==> config.mk <==
export PLATFORM = sky130hd
export DESIGN_NAME = lvl_irq_ctrl
export DESIGN_NICKNAME = d
export VERILOG_FILES = /design/src/rtl/lvl_irq_pkg.sv /design/src/rtl/lvl_irq_sync.sv /design/src/rtl/lvl_irq_cfg_regs.sv /design/src/rtl/lvl_irq_route.sv /design/src/rtl/lvl_irq_ctrl.sv
export SDC_FILE = /design/constraint.sdc
export NUM_CORES = 1
export LEC_CHECK = 0
export ABC_AREA = 1
export CAP_MARGIN = 20
export CORE_ASPECT_RATIO = 1.4
export CORE_MARGIN = 1.5
export CORE_UTILIZATION = 45
export CTS_CLUSTER_DIAMETER = 60
export DETAILED_ROUTE_END_ITERATION = 16
export PLACE_DENSITY_LB_ADDON = 0.12
export SLEW_MARGIN = 20
export SYNTH_ARGS = -nofsm -noshare
export SYNTH_HDL_FRONTEND = slang
export SYNTH_SLANG_ARGS = --single-unit
==> constraint.sdc <==
create_clock -name clk -period 1.43 [get_ports clk]
set_clock_uncertainty 0.05 [all_clocks]
set_input_delay 0.286 -clock clk [delete_from_list [all_inputs] [get_ports clk]]
set_output_delay 0.286 -clock clk [all_outputs]
set_load 0.01 [all_outputs]
==> src/rtl/lvl_irq_pkg.sv <==
package lvl_irq_pkg;
  localparam int REG_W    = 32;
  localparam int ADDR_W   = 6;
  localparam int GATE_BIT = REG_W - 1;

  localparam logic [ADDR_W-1:0] OFS_STAT0 = 6'h00;
  localparam logic [ADDR_W-1:0] OFS_STAT1 = 6'h04;
  localparam logic [ADDR_W-1:0] OFS_ROUTE = 6'h20;
  localparam logic [ADDR_W-1:0] OFS_RAW   = 6'h30;
  localparam logic [ADDR_W-1:0] OFS_ENSET = 6'h34;
  localparam logic [ADDR_W-1:0] OFS_ENCLR = 6'h38;
endpackage

==> src/rtl/lvl_irq_sync.sv <==
module lvl_irq_sync #(
  parameter int W      = 32,
  parameter int STAGES = 2
) (
  input  logic         clk,
  input  logic         rst_n,
  input  logic [W-1:0] async_in,
  output logic [W-1:0] sync_out
);
  logic [W-1:0] stg_q [STAGES];

  always_ff @(posedge clk or negedge rst_n) begin
    if (!rst_n) begin
      for (int i = 0; i < STAGES; i++) stg_q[i] <= '0;
    end else begin
      stg_q[0] <= async_in;
      for (int i = 1; i < STAGES; i++) stg_q[i] <= stg_q[i-1];
    end
  end

  assign sync_out = stg_q[STAGES-1];
endmodule

==> src/rtl/lvl_irq_cfg_regs.sv <==
module lvl_irq_cfg_regs
  import lvl_irq_pkg::*;
#(
  parameter int W = REG_W
) (
  input  logic              clk,
  input  logic              rst_n,
  input  logic              wr,
  input  logic [ADDR_W-1:0] addr,
  input  logic [W-1:0]      wdata,
  output logic [W-1:0]      mask,
  output logic [W-1:0]      route
);
  always_ff @(posedge clk or negedge rst_n) begin
    if (!rst_n) begin
      mask  <= '0;
      route <= '0;
    end else if (wr) begin
      unique case (addr)
        OFS_ENSET: mask  <= mask | wdata;
        OFS_ENCLR: mask  <= mask & ~wdata;
        OFS_ROUTE: route <= wdata;
        default:   ;
      endcase
    end
  end
endmodule

==> src/rtl/lvl_irq_route.sv <==
module lvl_irq_route #(
  parameter int W = 32
) (
  input  logic         [W-1:0] raw,
  input  logic         [W-1:0] mask,
  input  logic         [W-1:0] route,
  output logic [1:0]   [W-1:0] status,
  output logic [1:0]           irq
);
  localparam int          NUM_OUT  = 2;
  localparam logic [W-1:0] SRC_BITS = {1'b0, {(W-1){1'b1}}};

  logic         gate;
  logic [W-1:0] eligible;

  assign gate     = mask[W-1];
  assign eligible = raw & mask & SRC_BITS & {W{gate}};

  for (genvar o = 0; o < NUM_OUT; o++) begin : g_out
    if (o == 0) begin : g_zero
      assign status[o] = eligible & ~route;
    end else begin : g_one
      assign status[o] = eligible & route;
    end
    assign irq[o] = |status[o];
  end
endmodule

==> src/rtl/lvl_irq_ctrl.sv <==
module lvl_irq_ctrl
  import lvl_irq_pkg::*;
#(
  parameter int W        = REG_W,
  parameter int SYNC_STG = 2
) (
  input  logic              clk,
  input  logic              rst_n,
  input  logic [ADDR_W-1:0] reg_addr,
  input  logic              reg_wr,
  input  logic [W-1:0]      reg_wdata,
  output logic [W-1:0]      reg_rdata,
  input  logic [W-1:0]      irq_src,
  output logic              cpu_irq0,
  output logic              cpu_irq1
);
  logic [W-1:0]       raw_q;
  logic [W-1:0]       mask_q;
  logic [W-1:0]       route_q;
  logic [1:0][W-1:0]  status;
  logic [1:0]         irq;

  lvl_irq_sync #(.W(W), .STAGES(SYNC_STG)) sync_i (
    .clk      (clk),
    .rst_n    (rst_n),
    .async_in (irq_src),
    .sync_out (raw_q)
  );

  lvl_irq_cfg_regs #(.W(W)) cfg_i (
    .clk   (clk),
    .rst_n (rst_n),
    .wr    (reg_wr),
    .addr  (reg_addr),
    .wdata (reg_wdata),
    .mask  (mask_q),
    .route (route_q)
  );

  lvl_irq_route #(.W(W)) route_i (
    .raw    (raw_q),
    .mask   (mask_q),
    .route  (route_q),
    .status (status),
    .irq    (irq)
  );

  always_comb begin
    unique case (reg_addr)
      OFS_STAT0:            reg_rdata = status[0];
      OFS_STAT1:            reg_rdata = status[1];
      OFS_ROUTE:            reg_rdata = route_q;
      OFS_RAW:              reg_rdata = raw_q;
      OFS_ENSET, OFS_ENCLR: reg_rdata = mask_q;
      default:              reg_rdata = '0;
    endcase
  end

  assign cpu_irq0 = irq[0];
  assign cpu_irq1 = irq[1];
endmodule

# == After elaboration in Yosys (flattened, before gate mapping) ==
# Index checks and enable logic that the tools add are counted.
# totals
ff_bits,128
output_inout_bits,34
# classes
reduce_logical,7
eq_ne,5
bitwise_logic,8
mux,2
# ops
op,count
32-bit case mux with 5 select lines,1
32-bit bitwise AND,3
32-bit inverter,2
32-bit case mux with 2 select lines,1
32-bit OR reduction,2
31-bit by 32-bit bitwise AND with 32-bit output,1
32-bit bitwise OR,1
31-bit bitwise AND,1
6-bit equality test (second input constant),4
6-bit by 3-bit equality test with 1-bit output (second input constant),1
6-bit logical NOT,1
2-bit AND reduction,2
2-bit nonzero test,1
2-bit OR reduction,1

# == Depth between registers and ports, before layout ==
# Gate-level depths: netlist (run 1).
# logic_depth
ltp_word,4
depth_mapped,9
ltp_nobuf,8

# == Hierarchy ==
# A second synthesis (run 1) with hierarchy kept.
# unflattened
hier_cells,1049
hier_area_um2,7576.0
# by_module_without_submodules
module,instances,cells_per_inst,seq_area_each_um2,area_each_um2
lvl_irq_cfg_regs,1,326,1601.5,2763.9
lvl_irq_sync,1,96,1601.5,1841.8
lvl_irq_ctrl,1,403,0.0,1808.0
lvl_irq_route,1,224,0.0,1162.4

# == Least setup slack after synthesis (run 1) ==
# Ideal clock, no wire load.
# synth_timing
path_type,in2out
start,input port reg_addr[1]
end,output port reg_rdata[12]
stages,6
slack_ns,-0.083
required_ns,1.094
arrival_ns,1.177
n_path_buf,2
path_cell_list,nor2_2 > and2b_1 > buf_4 > clkbuf_1 > nand3_1 > nand3_1
# synth_between
elab_chain_cells,3
word_cells_on_any_way,8
cone_classes,eq/ne: 5; mux: 1; reduce/logical: 2
# synth_rtl
item,line,rtl
"start, declared",lvl_irq_ctrl.sv:9,"input logic [ADDR_W-1:0] reg_addr,"
6-bit equality test,lvl_irq_ctrl.sv:49,unique case (reg_addr)
2-bit OR reduction,lvl_irq_ctrl.sv:49,
32-bit case mux with 5 select lines *,lvl_irq_ctrl.sv:49,
"end, declared",lvl_irq_ctrl.sv:12,"output logic [W-1:0] reg_rdata,"
# Mark *: on every way between the ends. The rest lies on a longest branch, timed or not.

==> reports/metrics.yaml, run 1 <==
cts:
  htreeDepth: 4
  cts_made_buffers: 17
  worst_skew_pair.late_latency_ns: 0.42
  sink_count: 128
  cts.clk_slew.worst_paths_ns: 0.06
  cts_root_buffer: "clkbuf_16"
  clock_tree.buffer_depth: 2
  clock_tree_from_tritoncts: "done"
logic_synthesis:
  synthDominantCellAreaShare_pct: 54.5
  synth_area_per_cell_sq_um: 8.40
  number_of_flops_mapped_to_enable_cells_by_yosys: 0
  ys.flop_type: "dfrtp_1"
  leading_post_synthesis_cells_by_cell_area: "dfrtp_1 (55%), nand2_1 (9.3%), nand4_1 (6.5%), nor2_1 (5.9%), nand3_1 (5.7%)"
  seq_area_frac_synth_pct: 54.5
  synth_area_sq_mm: 0.00587
  synth_area_leader_cell: "dfrtp_1"
  post_synth_num_cell_types: 22
  net_count_after_synthesis: 772
  yosysWarnings: 0
  yosys-top-cells-count: "nand2_1 (145), dfrtp_1 (128), nor2_1 (93)"
  yosysMostFrequentCell: "nand2_1"
  synth_async_sr_flop_share_pct: 100
  synth_seq_cells: 128
  post_syn_instances: 699
place:
  detailed_place.area_sq_mm: 0.00791
  routabilityCongestion: 0.875
  dp_worst_setup_slack_ns: -1.11
  dpl.hpwl_microns: 11800
  port_buffers: 106
floorplanning:
  io-pin-count: 107
  die_height_microns: 138
  core-area_sq_mm: 0.0128
  floorplan.rows: 49
  design.die.area_sq_mm: 0.0138
  initial_core_util_pct: 45.8
  floorplan.die.width_microns: 99.6
sta:
  timing.setup.tns_ns: -26.58
  tightest_slew_ns: 0.405
  timing.hold.ws_ns: 0.245
  post-route-period-util_pct: 165
  setup_violations: 77
  grt_setup_unrepaired: "yes"
  relSlewSlack_pct: 73.0
  post-route-min-period_ns: 2.36
  post-route-worst-setup-slack_ns: -0.930
  slew_viol_final: 0
  timing.final.hold_violations: 0
  fmax_mhz: 424
finish:
  finalNetCount: 1005
  postLayoutCellArea_sq_mm: 0.00964
  drive_gt1_share_pct: 32.5
  diodes: 0
  area_growth_syn_to_layout_pct: 64.2
pwr:
  max_vdd_drop_mv: 1.03
  power_density_mw_per_mm2: 1140
  power.leakage_nw: 4.72
global_routing:
  grt_antenna_before_repair: 0
  grt_pass1_wl_microns: 31900
  globalRouteTotalUtil_pct: 30.5
  maximum_number_of_pins_on_one_net_before_global_route_repair: 49
  grt_overflow_total: 0
  grt_pass1_vias: 6214
routing:
  viasPerCell: 5.85
  firstDrtPassIters: 5
  postRouteAntennaNets: 0
  starting_drt_drc_count: 508
  routed_wire_length_microns: 23200
  wl_per_cell_microns: 21.1
  drc_errors: 0
  vias: 6422
setup_path:
  critical_path_required_ns: 1.09
  critical_path_peak_fanout: 6
  critPathKind: "reg -> out"
  critPathArrivalTime_ns: 2.02
  worstSetupStartpointType: "register"
  cp-end-kind: "output pin"
run_status:
  outcome: "finished with violations"
  failed_checks: "negative setup slack"
flow_run:
  number_of_max_cap_violations: 0
worst_hold_path:
  class_of_the_most_critical_hold_timing_path: "in -> reg"
==> per-layer routing <==
metal	vias up	routed length, microns	track usage, %	share of wire, %
li1	2851	-	-	-
met1	3082	8180	36.0	35
met5	-	0	0	0
met3	118	1880	6.77	8.1
met4	0	1300	14.6	5.6
met2	371	11800	52.1	51
==> final timing paths <==
kind	startpoint	end	slack (ns)	depth (start not counted)
setup reg to reg	register	register	0.35	4
hold / removal	irq_src[30]	sync_i.stg_q[62]$_DFF_PN0_	0.25	1
min in group asynchronous	rst_n	sync_i.stg_q[45]$_DFF_PN0_	0.36	3
max in group asynchronous	rst_n	async pin	0.60	3
setup / recovery	register	cpu_irq1	-0.93	9
hold reg to reg	sync_i.stg_q[48]$_DFF_PN0_	sync_i.sync_out[16]$_DFF_PN0_	0.30	0
==> cell usage in the layout, fill, tap and decap left out, types with 12 or more instances in the layout <==
cell type / count
nand2_2: 26
buf_12: 26
nand4_1: 61
nor2_2: 12
clkdlybuf4s50_1: 65
inv_1: 36
nand2_4: 29
buf_6: 16
nor2_1: 78
dfrtp_1: 127
nand2_1: 90
clkbuf_16: 27
o21ai_1: 27
o21a_1: 29
nand3_1: 61
buf_4: 85
buf_2: 26
a21oi_1: 59
==> report_power, final <==
part,total [W],switching (W),internal (W)
clock,0.00451,0.00167,0.00284
sequential,0.00434,0.000327,0.00402
combinational,0.00216,0.00102,0.00114
total,0.0110,0.00302,0.00799
==> through the flow <==
| stage | std cells | power (W) | utilization (%) |
|---|---|---|---|
| floorplan | 699 | 0.00494 | - |
| global placement | 1020 | 0.00595 | 61.8 |
| detailed placement | 1020 | 0.00602 | 61.8 |
| CTS | 1079 | 0.0106 | 70.3 |
| global route | 1098 | 0.0114 | 75.3 |
| finish | 1098 | 0.0110 | 75.3 |
==> cell type report <==
cell class                 instances  area, sq um
clock buffer                      20          457
clock inverter                    12          159
fill                             846         3170
timing repair buffer             252         2710
inverter                          38          145
multi-input combinational        495         2770
sequential                       128         3210
tap                              153          191
==> logic make-up (layout without fill, tap and decap cells) <==
kind of cell    Yosys count  count (layout)  share of synthesized area [%]
compound gates          123             123                           11.7
buf+inv                  76             322                           5.60
simple gates            372             372                           28.1
flops                   128             128                           54.5
==> critical path: stages, from the launching register on <==
cell and delay, ns:
dfrtp_4 0.49, buf_6 0.16, clkbuf_16 0.16, nand4_1 0.09
nand2_1 0.07, nor2_1 0.18, nand2_1 0.11, nor2_2 0.13
nand2_1 0.06, clkbuf_2 0.14
==> what timing repair did <==
item	CTS	global route
hold endpoints to repair	128	0
cloned	10	11
setup buffers	17	11
endpoints found under the setup margin	98	97
gates resized for setup	169	151
pin swaps	17	61
hold buffers	1	0
(Power assumes the default switching activity.)
==> inputs of run 2 (changes only) <==
--- a/config.mk
+++ b/config.mk
@@ -10,6 +10,7 @@
 export CORE_ASPECT_RATIO = 1.4
 export CORE_MARGIN = 1.5
 export CORE_UTILIZATION = 45
+export CTS_BUF_LIST = sky130_fd_sc_hd__clkbuf_2 sky130_fd_sc_hd__clkbuf_4 sky130_fd_sc_hd__clkbuf_8
 export CTS_CLUSTER_DIAMETER = 60
 export DETAILED_ROUTE_END_ITERATION = 16
 export PLACE_DENSITY_LB_ADDON = 0.12
==> run 2 against run 1 <==
  * The run still ends with negative setup slack left
  * Non-clock buffer count is 1 higher
  * Sequential share of layout area fell by 0.87 points
  * Hold slack got worse by 0.040 ns
  * Via count is 1.3% higher
  * Critical endpoint unchanged
  * Largest power group is now sequential cells
  * Highest routed layer unchanged
==> reports/metrics.yaml, run 2 (synthesized netlist as in run 1, its figures left out) <==
sta:
  post-route-period-util_pct: 171
  post-route-worst-setup-slack_ns: -1.02
  tightest_slew_ns: 0.413
  timing.final.hold_violations: 0
  relSlewSlack_pct: 72.5
  fmax_mhz: 409
  slew_viol_final: 0
  post-route-min-period_ns: 2.45
  grt_setup_unrepaired: "yes"
  setup_violations: 95
worst_hold_path:
  worstHoldStart: "irq_src[11]"
  hold-path-cell-count: 1
  min_to: "sync_i.stg_q[43]$_DFF_PN0_"
  class_of_the_most_critical_hold_timing_path: "in -> reg"
pwr:
  power.leakage_nw: 4.74
  max_vdd_drop_mv: 0.949
  power_switching_share_pct: 29.5
  register_share_of_total_power_pct: 43.6
  power_density_mw_per_mm2: 1000
  p_total_w: 0.00995
  net-switching-power_w: 0.00294
  cellInternalPower_w: 0.00701
  power.share.clock_pct: 33.9
  power_frac_comb_pct: 22.4
global_routing:
  maximum_number_of_pins_on_one_net_before_global_route_repair: 49
  grt_pass1_wl_microns: 33400
  grt_overflow_total: 0
  grt_antenna_before_repair: 0
  globalRouteTotalUtil_pct: 31.8
  grt_pass1_vias: 6462
cts:
  cts_root_buffer: "clkbuf_8"
  cts_made_buffers: 17
  sink_count: 128
  htreeDepth: 4
  worst_skew_pair.late_latency_ns: 0.46
  clock_tree_from_tritoncts: "done"
  cts.clk_slew.worst_paths_ns: 0.08
  clock_tree.buffer_depth: 2
finish:
  finalNetCount: 1007
  postLayoutCellArea_sq_mm: 0.00990
  mostFrequentLayoutCells: "dfrtp_1 (127), nand2_1 (88), buf_4 (84), clkdlybuf4s50_1 (65), nand3_1 (62)"
  layout.cells.most_common: "dfrtp_1"
  area_growth_syn_to_layout_pct: 68.6
  drive_gt1_share_pct: 39.5
  diodes: 0
place:
  detailed_place.area_sq_mm: 0.00791
  port_buffers: 106
  dpl.hpwl_microns: 11800
  routabilityCongestion: 0.875
  dp_worst_setup_slack_ns: -1.11
setup_path:
  critical_path_required_ns: 1.09
  critical_path_peak_fanout: 5
  r2r_setup_slack_ns: 0.23
  critPathKind: "reg -> out"
  critPathArrivalTime_ns: 2.11
  worstSetupStartpointType: "register"
  worst_r2r_path_depth: 5
  cp-end-kind: "output pin"
routing:
  firstDrtPassIters: 5
  postRouteAntennaNets: 0
  wl_per_cell_microns: 21.2
  routed_wire_length_microns: 23400
  drc_errors: 0
  starting_drt_drc_count: 584
  viasPerCell: 5.92
  vias: 6508
floorplanning:
  io-pin-count: 107
  die_height_microns: 138
  initial_core_util_pct: 45.8
  core-area_sq_mm: 0.0128
  floorplan.rows: 49
  design.die.area_sq_mm: 0.0138
  floorplan.die.width_microns: 99.6
run_status:
  failed_checks: "negative setup slack"
  outcome: "finished with violations"
flow_run:
  number_of_max_cap_violations: 0
run 2: changes by cell type in the layout (fill, tap and decap cells not counted), moves of 3 or more:
cell and change:
nor2_1 -32, nand2_4 +3, a21oi_1 -31, buf_12 +5, clkbuf_8 +17, nor2_4 +23
nor2_2 +9, buf_2 -6, buf_16 +5, clkbuf_16 -21, a21oi_2 +29
run 2: how the worst max path moves through the flow:
stage	from	endpoint	slack (ns)	cells past startpoint
floorplan	reg_addr[1]	reg_rdata[11]	-0.08	6
global placement	reg_addr[1]	reg_rdata[21]	-1.07	8
detailed placement	reg_addr[5]	reg_rdata[2]	-1.11	7
CTS	register	cpu_irq0	-0.89	8
global route	register	cpu_irq1	-1.05	9
finish	register	cpu_irq1	-1.02	9
run 2: cell type report:
type | instances | area, sq um
sequential | 128 | 3210
multi-input combinational | 496 | 3130
fill | 819 | 2910
timing repair buffer | 253 | 2800
clock buffer | 20 | 269
tap | 153 | 191
clock inverter | 12 | 159
inverter | 38 | 145
run 2: power groups by stage:
stage	Combinational (W)	Sequential (W)	Clock, W
floorplan	0.000631	0.00431	0
global placement	0.00160	0.00435	0
detailed placement	0.00164	0.00438	0
CTS	0.00180	0.00431	0.00339
global route	0.00235	0.00438	0.00356
finish	0.00223	0.00434	0.00338
run 2: routing by layer:
metal | GRT usage [%] | wire length (microns) | vias up
met5 | 0 | 0 | -
li1 | - | - | 2859
met4 | 19.8 | 1580 | 0
met2 | 53.2 | 11800 | 408
met1 | 36.9 | 8180 | 3109
met3 | 6.93 | 1790 | 132
run 2: critical path, cell delays in order, from the launching register on:
cell	delay, ns
dfrtp_4	0.50
buf_6	0.16
buf_6	0.13
nand3_1	0.11
nor2_2	0.06
nor2_2	0.16
nand2_1	0.10
nor2_1	0.17
nand2_1	0.10
clkbuf_2	0.16
run 2: timing repair:
action,in CTS,in global routing
pin swaps,34,75
buffers inserted,24,9
setup endpoints to repair,98,98
endpoints found under the hold margin,128,0
resized for setup,253,179
hold buffers,1,0
gates cloned,15,6
run 2: stage by stage:
stage,hold WS [ns],util [%],TNS (ns),instances
3_3_place_gp,0.267,61.8,-80.09,1020
4_1_cts,0.197,73.2,-31.11,1092
6_report,0.206,77.3,-32.41,1100
5_1_grt,0.200,77.3,-36.35,1100
2_1_floorplan,-0.0596,-,-1.60,699
3_5_place_dp,0.269,61.8,-84.30,1020
==> inputs of run 3 (changes only) <==
--- a/config.mk
+++ b/config.mk
@@ -14,6 +14,7 @@
 export CTS_CLUSTER_DIAMETER = 60
 export DETAILED_ROUTE_END_ITERATION = 16
 export PLACE_DENSITY_LB_ADDON = 0.12
+export SKIP_CTS_REPAIR_TIMING = 1
 export SLEW_MARGIN = 20
 export SYNTH_ARGS = -nofsm -noshare
 export SYNTH_HDL_FRONTEND = slang
==> run 3 against run 2 <==
  * The flow still finishes with violations (negative setup slack)
  * Hold slack gained 0.0037 ns
  * Worst setup slack improved by 0.24 ns
  * Critical path depth decreased by 1
  * Sequential share of layout area rose by 5.1 points
  * Largest cell class unchanged
  * First-iteration DRC count down 18%
  * Die area stayed put
  * Non-clock buffer count decreased by 28
  * Highest routed layer unchanged
  * Wire length down 20%
  * Clock power down 1%
  * Final area is 14% lower
  * Combinational power is 24% lower
==> reports/metrics.yaml, run 3 (synthesized netlist as in run 1, its figures left out) <==
global_routing:
  grt_pass1_vias: 5905
  maximum_number_of_pins_on_one_net_before_global_route_repair: 49
  grt_antenna_before_repair: 0
  grt_pass1_wl_microns: 28600
  grt_overflow_total: 0
  globalRouteTotalUtil_pct: 26.6
floorplanning:
  core-area_sq_mm: 0.0128
  die_height_microns: 138
  io-pin-count: 107
  floorplan.die.width_microns: 99.6
  floorplan.rows: 49
  initial_core_util_pct: 45.8
  design.die.area_sq_mm: 0.0138
cts:
  htreeDepth: 4
  cts_root_buffer: "clkbuf_8"
  worst_skew_pair.late_latency_ns: 0.45
  clock_tree.buffer_depth: 2
  cts_made_buffers: 17
  sink_count: 128
  clock_tree_from_tritoncts: "done"
  cts.clk_slew.worst_paths_ns: 0.08
routing:
  viasPerCell: 5.56
  wl_per_cell_microns: 17.4
  postRouteAntennaNets: 0
  firstDrtPassIters: 5
  routed_wire_length_microns: 18700
  starting_drt_drc_count: 481
  drc_errors: 0
  vias: 5957
setup_path:
  critPathKind: "reg -> out"
  critical_path_required_ns: 1.09
  critPathArrivalTime_ns: 1.87
  cp-end-kind: "output pin"
  worstSetupStartpointType: "register"
  critical_path_peak_fanout: 5
sta:
  slew_viol_final: 0
  post-route-period-util_pct: 154
  post-route-min-period_ns: 2.20
  post-route-worst-setup-slack_ns: -0.774
  relSlewSlack_pct: 73.0
  timing.hold.ws_ns: 0.210
  fmax_mhz: 454
  timing.final.hold_violations: 0
  setup_violations: 46
  tightest_slew_ns: 0.405
  grt_setup_unrepaired: "yes"
finish:
  drive_gt1_share_pct: 23.4
  diodes: 0
  layout.cells.most_common: "nand2_1"
  area_growth_syn_to_layout_pct: 45.5
  finalNetCount: 978
  mostFrequentLayoutCells: "nand2_1 (140), dfrtp_1 (127), buf_4 (90), nor2_1 (78), clkdlybuf4s50_1 (65)"
  instances_no_fill: 1071
place:
  port_buffers: 106
  routabilityCongestion: 0.875
  dpl.cell_count: 1020
  dpl.hpwl_microns: 11800
flow_run:
  number_of_max_cap_violations: 0
pwr:
  power_density_mw_per_mm2: 1100
  max_vdd_drop_mv: 0.957
  p_total_w: 0.00936
  power.leakage_nw: 4.18
run_status:
  failed_checks: "negative setup slack"
  outcome: "finished with violations"
worst_hold_path:
  class_of_the_most_critical_hold_timing_path: "in -> reg"
[run 3: critical path, stage by stage (launching register included)]
cell	delay, ns
dfrtp_2	0.48
buf_6	0.16
nand4_1	0.11
nand2_1	0.08
nor2_2	0.17
nand2_2	0.10
nor2_2	0.11
nand2_1	0.09
clkbuf_2	0.13
[run 3: final timing paths]
check / startpoint / end / slack [ns] / cells past startpoint
min: irq_src[30] / sync_i.stg_q[62]$_DFF_PN0_ / 0.21 / 1
max reg2reg: register / register / 0.49 / 3
min reg2reg: sync_i.stg_q[48]$_DFF_PN0_ / sync_i.sync_out[16]$_DFF_PN0_ / 0.30 / 0
max in group asynchronous: rst_n / async pin / 0.63 / 3
max: register / cpu_irq0 / -0.77 / 8
min in group asynchronous: rst_n / sync_i.stg_q[45]$_DFF_PN0_ / 0.32 / 3
[run 3: layout make-up]
class                      instances  area [sq um]
inverter                          38           143
timing repair buffer             225          2130
clock inverter                    12           159
clock buffer                      20           269
fill                            1069          4270
multi-input combinational        495          2450
tap                              153           191
sequential                       128          3200
[run 3: power breakdown]
part	internal (W)	switching (W)	total [W]
Sequential	0.00401	0.000320	0.00433
Combinational	0.000887	0.000804	0.00169
Clock	0.00184	0.00150	0.00334
Total	0.00673	0.00263	0.00936
[run 3: through the flow]
| stage | setup TNS, ns | worst slack [ns] | utilization, % | cell area, sq um |
|---|---|---|---|---|
| final | -20.16 | -0.774 | 66.7 | 8550 |
| after global routing | -23.56 | -0.852 | 66.7 | 8550 |
| after CTS | -55.96 | -1.19 | 65.1 | 8340 |
| after detailed placement | -84.30 | -1.11 | 61.8 | 7910 |
| after global placement | -80.09 | -1.07 | 61.8 | 7910 |
| after floorplan | -1.60 | -0.0781 | - | 5930 |
[run 3: metal layers]
layer | vias up | share of wire (%) | GRT usage [%]
met2 | 246 | 52 | 46.4
li1 | 2793 | - | -
met4 | 0 | 3.0 | 11.6
met1 | 2875 | 40 | 31.7
met5 | - | 0 | 0
met3 | 43 | 5.4 | 5.21
